### src/rtl/axnb_pkg.sv
package axnb_pkg;

   typedef logic [1:0] resp_t;

   localparam resp_t RESP_OKAY   = 2'b00;
   localparam resp_t RESP_SLVERR = 2'b10;
   localparam resp_t RESP_DECERR = 2'b11;

   // error codes outrank success; DECERR outranks SLVERR
   function automatic resp_t resp_worst(input resp_t a, input resp_t b);
      return (a > b) ? a : b;
   endfunction

endpackage

### src/rtl/axnb_wr_path.sv
module axnb_wr_path
   import axnb_pkg::*;
#(
   parameter int ADDR_W   = 32,
   parameter int WIDE_W   = 32,
   parameter int NARROW_W = 16
) (
   input  logic                  clk,
   input  logic                  rst_n,
   input  logic                  up_awvalid,
   output logic                  up_awready,
   input  logic [ADDR_W-1:0]     up_awaddr,
   input  logic                  up_wvalid,
   output logic                  up_wready,
   input  logic [WIDE_W-1:0]     up_wdata,
   input  logic [WIDE_W/8-1:0]   up_wstrb,
   output logic                  up_bvalid,
   input  logic                  up_bready,
   output logic [1:0]            up_bresp,
   output logic                  dn_awvalid,
   input  logic                  dn_awready,
   output logic [ADDR_W-1:0]     dn_awaddr,
   output logic                  dn_wvalid,
   input  logic                  dn_wready,
   output logic [NARROW_W-1:0]   dn_wdata,
   output logic [NARROW_W/8-1:0] dn_wstrb,
   input  logic                  dn_bvalid,
   output logic                  dn_bready,
   input  logic [1:0]            dn_bresp
);

   localparam int RATIO  = WIDE_W / NARROW_W;
   localparam int IDX_W  = $clog2(RATIO);
   localparam int NSTRB  = NARROW_W / 8;
   localparam int WSTRB  = WIDE_W / 8;
   localparam int SB_W   = $clog2(NSTRB);
   localparam logic [ADDR_W-1:0] ALIGN_MASK = ~ADDR_W'(WSTRB - 1);

   typedef enum logic [1:0] {WR_COLLECT, WR_ISSUE, WR_WAIT, WR_REPLY} wr_state_t;

   wr_state_t             state_q;
   logic                  aw_got_q, w_got_q;
   logic                  aw_sent_q, w_sent_q;
   logic [ADDR_W-1:0]     base_q;
   logic [WIDE_W-1:0]     data_q;
   logic [WSTRB-1:0]      strb_q;
   logic [RATIO-1:0]      pend_q;
   logic [RATIO-1:0]      slice_live;
   logic [RATIO-1:0]      pend_after;
   logic [IDX_W-1:0]      sel;
   resp_t                 acc_q;
   logic                  aw_hs, w_hs, dn_aw_hs, dn_w_hs;

   // one flag per slice: does its strobe slice enable any byte
   for (genvar g = 0; g < RATIO; g++) begin : g_live
      assign slice_live[g] = |up_wstrb[g*NSTRB +: NSTRB];
   end

   // lowest pending slice goes first
   always_comb begin
      sel = '0;
      for (int k = RATIO - 1; k >= 0; k--) begin
         if (pend_q[k]) sel = IDX_W'(k);
      end
   end

   assign pend_after = pend_q & ~(RATIO'(1) << sel);

   assign up_awready = (state_q == WR_COLLECT) && !aw_got_q;
   assign up_wready  = (state_q == WR_COLLECT) && !w_got_q;
   assign aw_hs      = up_awvalid && up_awready;
   assign w_hs       = up_wvalid && up_wready;

   assign dn_awvalid = (state_q == WR_ISSUE) && !aw_sent_q;
   assign dn_wvalid  = (state_q == WR_ISSUE) && !w_sent_q;
   assign dn_aw_hs   = dn_awvalid && dn_awready;
   assign dn_w_hs    = dn_wvalid && dn_wready;
   assign dn_awaddr  = base_q + (ADDR_W'(sel) << SB_W);
   assign dn_wdata   = data_q[int'(sel)*NARROW_W +: NARROW_W];
   assign dn_wstrb   = strb_q[int'(sel)*NSTRB +: NSTRB];
   assign dn_bready  = (state_q == WR_WAIT);

   assign up_bvalid  = (state_q == WR_REPLY);
   assign up_bresp   = acc_q;

   always_ff @(posedge clk) begin
      if (!rst_n) begin
         state_q   <= WR_COLLECT;
         aw_got_q  <= 1'b0;
         w_got_q   <= 1'b0;
         aw_sent_q <= 1'b0;
         w_sent_q  <= 1'b0;
         base_q    <= '0;
         data_q    <= '0;
         strb_q    <= '0;
         pend_q    <= '0;
         acc_q     <= RESP_OKAY;
      end else begin
         unique case (state_q)
            WR_COLLECT: begin
               if (aw_hs) begin
                  base_q   <= up_awaddr & ALIGN_MASK;
                  aw_got_q <= 1'b1;
               end
               if (w_hs) begin
                  data_q  <= up_wdata;
                  strb_q  <= up_wstrb;
                  pend_q  <= slice_live;
                  w_got_q <= 1'b1;
               end
               if (aw_got_q && w_got_q) begin
                  aw_got_q <= 1'b0;
                  w_got_q  <= 1'b0;
                  acc_q    <= RESP_OKAY;
                  state_q  <= (|pend_q) ? WR_ISSUE : WR_REPLY;
               end
            end
            WR_ISSUE: begin
               if (dn_aw_hs) aw_sent_q <= 1'b1;
               if (dn_w_hs)  w_sent_q  <= 1'b1;
               if ((aw_sent_q || dn_aw_hs) && (w_sent_q || dn_w_hs)) begin
                  aw_sent_q <= 1'b0;
                  w_sent_q  <= 1'b0;
                  state_q   <= WR_WAIT;
               end
            end
            WR_WAIT: begin
               if (dn_bvalid) begin
                  acc_q   <= resp_worst(acc_q, dn_bresp);
                  pend_q  <= pend_after;
                  state_q <= (|pend_after) ? WR_ISSUE : WR_REPLY;
               end
            end
            WR_REPLY: begin
               if (up_bready) state_q <= WR_COLLECT;
            end
            default: state_q <= WR_COLLECT;
         endcase
      end
   end

endmodule

### src/rtl/axnb_rd_path.sv
module axnb_rd_path
   import axnb_pkg::*;
#(
   parameter int ADDR_W   = 32,
   parameter int WIDE_W   = 32,
   parameter int NARROW_W = 16
) (
   input  logic                clk,
   input  logic                rst_n,
   input  logic                up_arvalid,
   output logic                up_arready,
   input  logic [ADDR_W-1:0]   up_araddr,
   output logic                up_rvalid,
   input  logic                up_rready,
   output logic [WIDE_W-1:0]   up_rdata,
   output logic [1:0]          up_rresp,
   output logic                dn_arvalid,
   input  logic                dn_arready,
   output logic [ADDR_W-1:0]   dn_araddr,
   input  logic                dn_rvalid,
   output logic                dn_rready,
   input  logic [NARROW_W-1:0] dn_rdata,
   input  logic [1:0]          dn_rresp
);

   localparam int RATIO = WIDE_W / NARROW_W;
   localparam int IDX_W = $clog2(RATIO);
   localparam int NSTRB = NARROW_W / 8;
   localparam int SB_W  = $clog2(NSTRB);
   localparam logic [ADDR_W-1:0] ALIGN_MASK = ~ADDR_W'(WIDE_W/8 - 1);
   localparam logic [IDX_W-1:0]  LAST_IDX   = IDX_W'(RATIO - 1);

   typedef enum logic [1:0] {RD_IDLE, RD_ISSUE, RD_WAIT, RD_REPLY} rd_state_t;

   rd_state_t         state_q;
   logic [ADDR_W-1:0] base_q;
   logic [IDX_W-1:0]  idx_q;
   logic [WIDE_W-1:0] gather_q;
   resp_t             acc_q;

   assign up_arready = (state_q == RD_IDLE);
   assign dn_arvalid = (state_q == RD_ISSUE);
   assign dn_araddr  = base_q + (ADDR_W'(idx_q) << SB_W);
   assign dn_rready  = (state_q == RD_WAIT);
   assign up_rvalid  = (state_q == RD_REPLY);
   assign up_rdata   = gather_q;
   assign up_rresp   = acc_q;

   always_ff @(posedge clk) begin
      if (!rst_n) begin
         state_q  <= RD_IDLE;
         base_q   <= '0;
         idx_q    <= '0;
         gather_q <= '0;
         acc_q    <= RESP_OKAY;
      end else begin
         unique case (state_q)
            RD_IDLE: begin
               if (up_arvalid) begin
                  base_q   <= up_araddr & ALIGN_MASK;
                  idx_q    <= '0;
                  gather_q <= '0;
                  acc_q    <= RESP_OKAY;
                  state_q  <= RD_ISSUE;
               end
            end
            RD_ISSUE: begin
               if (dn_arready) state_q <= RD_WAIT;
            end
            RD_WAIT: begin
               if (dn_rvalid) begin
                  gather_q[int'(idx_q)*NARROW_W +: NARROW_W] <= dn_rdata;
                  acc_q <= resp_worst(acc_q, dn_rresp);
                  if (idx_q == LAST_IDX) begin
                     state_q <= RD_REPLY;
                  end else begin
                     idx_q   <= idx_q + 1'b1;
                     state_q <= RD_ISSUE;
                  end
               end
            end
            RD_REPLY: begin
               if (up_rready) state_q <= RD_IDLE;
            end
            default: state_q <= RD_IDLE;
         endcase
      end
   end

endmodule

### src/rtl/axil_narrowing_bridge.sv
module axil_narrowing_bridge #(
   parameter int ADDR_W   = 32,
   parameter int WIDE_W   = 32,
   parameter int NARROW_W = 16
) (
   input  logic                  clk,
   input  logic                  rst_n,
   input  logic                  up_awvalid,
   output logic                  up_awready,
   input  logic [ADDR_W-1:0]     up_awaddr,
   input  logic                  up_wvalid,
   output logic                  up_wready,
   input  logic [WIDE_W-1:0]     up_wdata,
   input  logic [WIDE_W/8-1:0]   up_wstrb,
   output logic                  up_bvalid,
   input  logic                  up_bready,
   output logic [1:0]            up_bresp,
   input  logic                  up_arvalid,
   output logic                  up_arready,
   input  logic [ADDR_W-1:0]     up_araddr,
   output logic                  up_rvalid,
   input  logic                  up_rready,
   output logic [WIDE_W-1:0]     up_rdata,
   output logic [1:0]            up_rresp,
   output logic                  dn_awvalid,
   input  logic                  dn_awready,
   output logic [ADDR_W-1:0]     dn_awaddr,
   output logic                  dn_wvalid,
   input  logic                  dn_wready,
   output logic [NARROW_W-1:0]   dn_wdata,
   output logic [NARROW_W/8-1:0] dn_wstrb,
   input  logic                  dn_bvalid,
   output logic                  dn_bready,
   input  logic [1:0]            dn_bresp,
   output logic                  dn_arvalid,
   input  logic                  dn_arready,
   output logic [ADDR_W-1:0]     dn_araddr,
   input  logic                  dn_rvalid,
   output logic                  dn_rready,
   input  logic [NARROW_W-1:0]   dn_rdata,
   input  logic [1:0]            dn_rresp
);

   localparam int RATIO = WIDE_W / NARROW_W;

   // elaboration-time parameter checks
   if (NARROW_W < 8 || (NARROW_W % 8) != 0) begin : g_bad_narrow
      $error("NARROW_W must be a whole number of bytes");
   end
   if ((WIDE_W % NARROW_W) != 0 || RATIO < 2) begin : g_bad_ratio
      $error("WIDE_W must be at least twice NARROW_W and a multiple of it");
   end
   if ((RATIO & (RATIO - 1)) != 0) begin : g_bad_pow2
      $error("WIDE_W / NARROW_W must be a power of two");
   end
   if (ADDR_W <= $clog2(WIDE_W / 8)) begin : g_bad_addr
      $error("ADDR_W too small for the wide data width");
   end

   axnb_wr_path #(.ADDR_W(ADDR_W), .WIDE_W(WIDE_W), .NARROW_W(NARROW_W)) u_wr (
      .clk        (clk),
      .rst_n      (rst_n),
      .up_awvalid (up_awvalid),
      .up_awready (up_awready),
      .up_awaddr  (up_awaddr),
      .up_wvalid  (up_wvalid),
      .up_wready  (up_wready),
      .up_wdata   (up_wdata),
      .up_wstrb   (up_wstrb),
      .up_bvalid  (up_bvalid),
      .up_bready  (up_bready),
      .up_bresp   (up_bresp),
      .dn_awvalid (dn_awvalid),
      .dn_awready (dn_awready),
      .dn_awaddr  (dn_awaddr),
      .dn_wvalid  (dn_wvalid),
      .dn_wready  (dn_wready),
      .dn_wdata   (dn_wdata),
      .dn_wstrb   (dn_wstrb),
      .dn_bvalid  (dn_bvalid),
      .dn_bready  (dn_bready),
      .dn_bresp   (dn_bresp)
   );

   axnb_rd_path #(.ADDR_W(ADDR_W), .WIDE_W(WIDE_W), .NARROW_W(NARROW_W)) u_rd (
      .clk        (clk),
      .rst_n      (rst_n),
      .up_arvalid (up_arvalid),
      .up_arready (up_arready),
      .up_araddr  (up_araddr),
      .up_rvalid  (up_rvalid),
      .up_rready  (up_rready),
      .up_rdata   (up_rdata),
      .up_rresp   (up_rresp),
      .dn_arvalid (dn_arvalid),
      .dn_arready (dn_arready),
      .dn_araddr  (dn_araddr),
      .dn_rvalid  (dn_rvalid),
      .dn_rready  (dn_rready),
      .dn_rdata   (dn_rdata),
      .dn_rresp   (dn_rresp)
   );

endmodule

### config.mk
export PLATFORM = sky130hd
export DESIGN_NAME = axil_narrowing_bridge
export DESIGN_NICKNAME = d
export VERILOG_FILES = /design/src/rtl/axnb_pkg.sv /design/src/rtl/axnb_wr_path.sv /design/src/rtl/axnb_rd_path.sv /design/src/rtl/axil_narrowing_bridge.sv
export SDC_FILE = /design/constraint.sdc
export NUM_CORES = 1
export LEC_CHECK = 0
export ABC_AREA = 1
export ABC_CLOCK_PERIOD_IN_PS = 2400
export BUFFER_PORTS_ARGS = -buffer_cell sky130_fd_sc_hd__buf_2
export CAP_MARGIN = 10
export CORE_UTILIZATION = 45
export DETAILED_ROUTE_END_ITERATION = 16
export MAX_ROUTING_LAYER = met4
export PLACE_DENSITY = 0.79
export SLEW_MARGIN = 20
export SYNTH_ARGS = -nofsm -noshare
export SYNTH_HDL_FRONTEND = slang
export SYNTH_HIERARCHICAL = 1
export SYNTH_SLANG_ARGS = --single-unit
### constraint.sdc
create_clock -name clk -period 2.4 [get_ports clk]
set_clock_uncertainty 0.15 [all_clocks]
set_input_delay 0.48 -clock clk [delete_from_list [all_inputs] [get_ports clk]]
set_output_delay 0.48 -clock clk [all_outputs]
set_load 0.02 [all_outputs]
Yosys cells after proc, flatten, opt, wreduce, memory -nomap -nowiden:

Cells that the tools add are included.

* add/sub/neg operators: 4
* order comparisons: 2
* equality and inequality tests: 17
* shift-type cells: 5
* multiplexer cells: 42
* bitwise gates (word level): 2
* reductions and logical operators: 41

Operator list (count)
* adder 32 x 2 -> 32 bit: 2
* two-way mux 32 bit: 2
* case mux 32 bit (2 select lines): 1
* two-way mux 2 bit: 19
* negator 5 -> 33 bit: 1
* variable shift 16 x 33 -> 32 bit (first input constant): 1
* indexed part select 16 x 33 -> 32 bit: 1
* bitwise mux 32 bit: 1
* indexed part select 32 x 6 -> 16 bit: 1
* case mux 2 bit (4 select lines): 2
* AND reduction 4 bit: 4
* inequality test 2 bit (second input constant): 7
* AND reduction 2 bit: 7
* two-way mux 1 bit: 13
* case mux 2 bit (2 select lines): 3
* nonzero test 2 bit: 6
* logical AND 1 bit: 10
* equality test 2 bit (second input constant): 4
* inequality test 2 x 1 -> 1 bit (second input constant): 4
* OR reduction 2 bit: 4
* AND reduction 3 bit: 2
* equality test 2 x 1 -> 1 bit (second input constant): 2
* greater-than comparator 2 bit: 2
* zero test 1 bit: 4
* other kinds (8): 10

* bits in registers: 143
* input port bits: 132
* logic and storage cells: 128

Longest topological paths before layout:

* word-level depth: 9
* gate-level depth with buffers: 10

Hierarchy:

The synthesis kept the hierarchy.

By module, submodules not included
* axnb_wr_path: times used 1, cells an instance 426, area an instance 3133.0 um2
* axnb_rd_path: times used 1, cells an instance 338, area an instance 2711.4 um2

Worst setup path after synthesis:

Ideal clock, no wire load.

* path type: register to output
* start point: register u_wr.pend_q[1]
* end point: output dn_wdata[11]
* arrival time: 1211 ps
* required time: 1770 ps
* setup slack: 559 ps
* stages on the path, launching flop included: 6
* path buffers: 1
* cells stage by stage: dfxtp_1 inv_1 nor2_2 clkbuf_1 nand2_1 o21ai_0

* cells in the longest elaborated chain, start to end: 3

RTL lines
* from (decl): RTL line axnb_wr_path.sv:47 `logic [RATIO-1:0] pend_q;`
* from (signal assigned): RTL line axnb_wr_path.sv:108 `pend_q <= slice_live;`
* from (signal assigned): RTL line axnb_wr_path.sv:130 `pend_q <= pend_after;`
* two-way mux 1 bit (2 in a row): RTL line axnb_wr_path.sv:63 `if (pend_q[k]) sel = IDX_W'(k);`
* indexed part select 32 x 6 -> 16 bit: RTL line axnb_wr_path.sv:79 `assign dn_wdata = data_q[int'(sel)*NARROW_W +: NARROW_W];`
* to (decl): RTL line axil_narrowing_bridge.sv:30 `output logic [NARROW_W-1:0] dn_wdata,`

No other way between the ends.

Final worst setup path:

* start point: register u_wr.state_q[0]
* end point: output up_awready

* cells in the longest elaborated chain, start to end: 2

RTL lines
* from (decl): RTL line axnb_wr_path.sv:41 `wr_state_t state_q;`
* from (signal assigned): RTL line axnb_wr_path.sv:115 `state_q <= (|pend_q) ? WR_ISSUE : WR_REPLY;`
* from (signal assigned): RTL line axnb_wr_path.sv:131 `state_q <= (|pend_after) ? WR_ISSUE : WR_REPLY;`
* zero test 2 bit: RTL line axnb_wr_path.sv:69 `assign up_awready = (state_q == WR_COLLECT) && !aw_got_q;`
* logical AND 1 bit: RTL line axnb_wr_path.sv:69
* to (decl): RTL line axil_narrowing_bridge.sv:9 `output logic up_awready,`

No other way between the ends.

==> impl_metrics.env <==
export IMPL_status="complete, no violations"
export IMPL_dieArea_um2=13400
export IMPL_power_leakage_nw=3.68
export IMPL_switching_share_pct=35.9
export IMPL_drive_gt1_share_pct=33.2
export IMPL_reg2regPathDepth=5
export IMPL_synth_area_um2=5840
export IMPL_synthFlopType="dfxtp_1"
export IMPL_dp_worst_setup_slack_ns=0.470
export IMPL_vdd_drop_max_v=0.000599
export IMPL_vias=5755
export IMPL_viasPerCell=4.85
export IMPL_synthTopCellsByArea="dfxtp_1, nand2_1, a21oi_1"
export IMPL_cp_required_ns=1.77
export IMPL_rrSetupSlack_ns=0.50
export IMPL_synthArstFlopShare_pct=0
export IMPL_worstMarginPinSlew_ns=0.950
export IMPL_cts_buffer_depth=2
export IMPL_drt_iter0_drc=427
export IMPL_crit_type="reg -> out"
export IMPL_crit_slowest_cell="dfxtp_1"
export IMPL_start_util_pct=46.3
export IMPL_r2r_start="u_rd/state_q[1]$_SDFFE_PN0P_"
export IMPL_track_usage_pct=24.4
export IMPL_fp_dieW_um=116
export IMPL_die_y_um=116
export IMPL_relSlewSlack_pct=36.6
export IMPL_synth_top_cell_area_share_pct=49.0
export IMPL_multi_input_comb_area_um2=2470
export IMPL_power_density_nw_per_um2=1160
export IMPL_hold_viol=0
export IMPL_globalplace_congestion=0.827
export IMPL_layout_setup_ws_ns=0.189
export IMPL_fill_cells=1159
export IMPL_hpwl_um=10900
export IMPL_synth_edf_count=0
export IMPL_rsz0062_at_grt="no"
export IMPL_synth_fp_nets=900
export IMPL_hold_path_class="in -> reg"
export IMPL_syn_inst=764
export IMPL_cts_setup_buffers=0
export IMPL_num_rows=41
export IMPL_power_share_sequential_pct=33.7
export IMPL_avgRoutedWirePerCell_um=13.3
export IMPL_critPathCaptureType="output port"
export IMPL_holdPathStages=3
export IMPL_cts_buffers_inserted=17
export IMPL_power_frac_comb_pct=33.5
export IMPL_cts_tree="done"
export IMPL_clk_pin_slew_worst_paths_ns=0.06
export IMPL_yosys_warnings=6
export IMPL_htreeDepth=4
export IMPL_clkPwrFrac_pct=32.8
export IMPL_post_route_period_util_pct=92.1
export IMPL_ant_nets=0
export IMPL_critical_path_startpoint="u_wr/state_q[0]$_SDFFE_PN0P_"
export IMPL_path_cells="nor2_4, inv_2, nor2_4, buf_4, buf_2"
export IMPL_synth_distinct_cells=30
export IMPL_dr_pass1_iters=5
export IMPL_whs_endpoint="u_rd/base_q[7]$_SDFFE_PN0P_"
export IMPL_grt_antenna_before_repair=1
export IMPL_cp_top_family="buffers and inverters"
export IMPL_drv_slew=0
export IMPL_p_sw_mw=3.28
export IMPL_ioPinCount=260
export IMPL_drv_cap=0
export IMPL_ys_top_cells_by_count="nand2_1, dfxtp_1, a21oi_1"
export IMPL_synth_top_area_cell="dfxtp_1"
export IMPL_numClockSinks=143
export IMPL_first_global_vias=5331
export IMPL_setup_tns_ns=0
export IMPL_slowest_delay_ns=0.40
export IMPL_clkLatencyLatePin_ns=0.41
export IMPL_grt_pass1_wl_um=24800
export IMPL_max_freq_ghz=0.452
export IMPL_utilization_pct=62.1
export IMPL_drc=0
export IMPL_wirelength_um=15700
export IMPL_area_growth_pct=34.1
export IMPL_setup_viol=0
export IMPL_synth_most_common_cell="nand2_1"
export IMPL_cp_num_buf_inv=3
export IMPL_final_nets=1134
export IMPL_path_common_cell="nor2_4"
export IMPL_overflow=0
export IMPL_timing_rr_end="u_rd/up_rdata[9]$_SDFFE_PN0P_"
export IMPL_root_buffer="clkbuf_16"
export IMPL_cp_max_fo=15
export IMPL_hold_start="up_araddr[7]"
export IMPL_fin_crit_ns=2.21
export IMPL_ys_seq_area_share_pct=49.0
export IMPL_portBuffers=253
export IMPL_grt_max_degree=57
export IMPL_arrival_ns=1.58
export IMPL_core_region_area_um2=12600
export IMPL_syn_area_per_cell_um2=7.65
export IMPL_cp_start_kind="register"
export IMPL_ys_seq_elements=143
export IMPL_p_int_mw=5.85
export IMPL_register_area_um2=2860
[kinds of logic after synthesis]
group / share of synthesized area [%]
AO/OA/AOI/OAI: 16.3
adder cells (fa/ha/maj): 0.856
buffers and inverters: 8.69
flip-flops: 49.0
other: 0.129
AND/OR/NAND/NOR: 25.1
[worst max path at each step]
stage                                    end  slack (ns)  cells after the start
3_3_place_gp   u_rd/up_rdata[0]$_SDFFE_PN0P_        0.52                      4
4_1_cts                          dn_wdata[6]        0.11                      6
6_report                          up_awready        0.19                      5
2_1_floorplan                   dn_wdata[11]        0.56                      5
3_5_place_dp   u_rd/up_rdata[0]$_SDFFE_PN0P_        0.47                      4
5_1_grt                         dn_wdata[12]        0.03                      6
[area by class of cell]
| class | instances | area share [%] |
|---|---|---|
| inverter | 51 | 2.49 |
| antenna | 3 | 0.0958 |
| timing repair buffer | 266 | 17.9 |
| multi-input combinational | 519 | 31.6 |
| sequential | 143 | 36.5 |
| tap | 172 | 2.74 |
| clock inverter | 10 | 2.63 |
| clock buffer | 22 | 6.05 |
[through the flow]
stage	instance area, µm²	hold slack, ns	total power, mW	std cells
3_3_place_gp	7150	0.285	6.09	1151
5_1_grt	7840	0.156	9.71	1184
2_1_floorplan	5840	0.274	5.34	764
3_5_place_dp	7150	0.291	6.16	1151
4_1_cts	7830	0.145	9.18	1183
6_report	7840	0.163	9.13	1186
[registers in the layout (all words and copies together), names as in the netlist]
| signal | cells |
|---|---|
| u_wr/aw_sent_q | 1 |
| u_rd/idx_q | 1 |
| u_rd/state_q | 2 |
| u_rd/base_q | 30 |
| u_wr/w_got_q | 1 |
| u_wr/base_q | 30 |
| u_wr/strb_q | 4 |
| u_wr/state_q | 2 |
| u_wr/data_q | 32 |
| u_wr/aw_got_q | 1 |
| u_rd/up_rdata | 32 |
| u_wr/up_bresp | 2 |
| u_wr/pend_q | 2 |
| u_wr/w_sent_q | 1 |
| u_rd/up_rresp | 2 |
[metal layers]
metal / part of all wire [%] / vias to the layer above / global-route usage [%]
li1: - / 2940 / -
met3: 7.1 / 32 / 7.69
met4: 2.0 / 0 / 9.83
met5: 0 / - / -
met2: 50 / 193 / 39.7
met1: 41 / 2590 / 27.9
[tightest hold or removal path, stage by stage]
cell,delay (ns)
buf_2,0.07
o21ai_0,0.07
nor2_1,0.07
[cells in the final DEF (no fill, tap or decap)]
cell type,synthesis,routed
a21oi_1,100,100
diode_2,0,3
inv_1,45,45
buf_12,0,3
ha_1,4,4
nor2_1,81,81
o21bai_1,1,1
nand2_1,172,172
inv_4,1,1
nand2_4,2,2
nand2_2,4,4
clkinv_1,1,1
clkinv_2,1,3
dfxtp_1,143,143
a21oi_2,10,10
buf_4,5,9
buf_2,12,253
clkinvlp_4,0,1
o21ai_0,71,71
nor2_4,4,4
clkinv_4,0,1
nor2_2,3,3
inv_2,3,3
clkbuf_1,21,2
conb_1,2,2
nand4_1,1,1
nand3b_1,3,3
buf_6,10,1
clkbuf_8,0,3
bufinv_16,0,6
nand3_2,11,11
nor2_8,1,1
clkbuf_16,0,17
nand3_1,49,49
[timing repair]
| action | CTS | global route |
|---|---|---|
| hold buffers | 0 | 0 |
| setup endpoints to repair | 0 | 2 |
| resized for setup | 0 | 1 |
[power groups by stage]
stage | Sequential [mW] | Clock (mW) | Combinational [mW]
6_report | 3.07 | 3.00 | 3.06
5_1_grt | 3.14 | 3.17 | 3.40
3_5_place_dp | 3.12 | 0 | 3.04
2_1_floorplan | 3.33 | 0 | 2.01
4_1_cts | 3.07 | 3.05 | 3.06
3_3_place_gp | 3.10 | 0 | 2.99
Note: power is estimated with default switching activity, not from simulation.
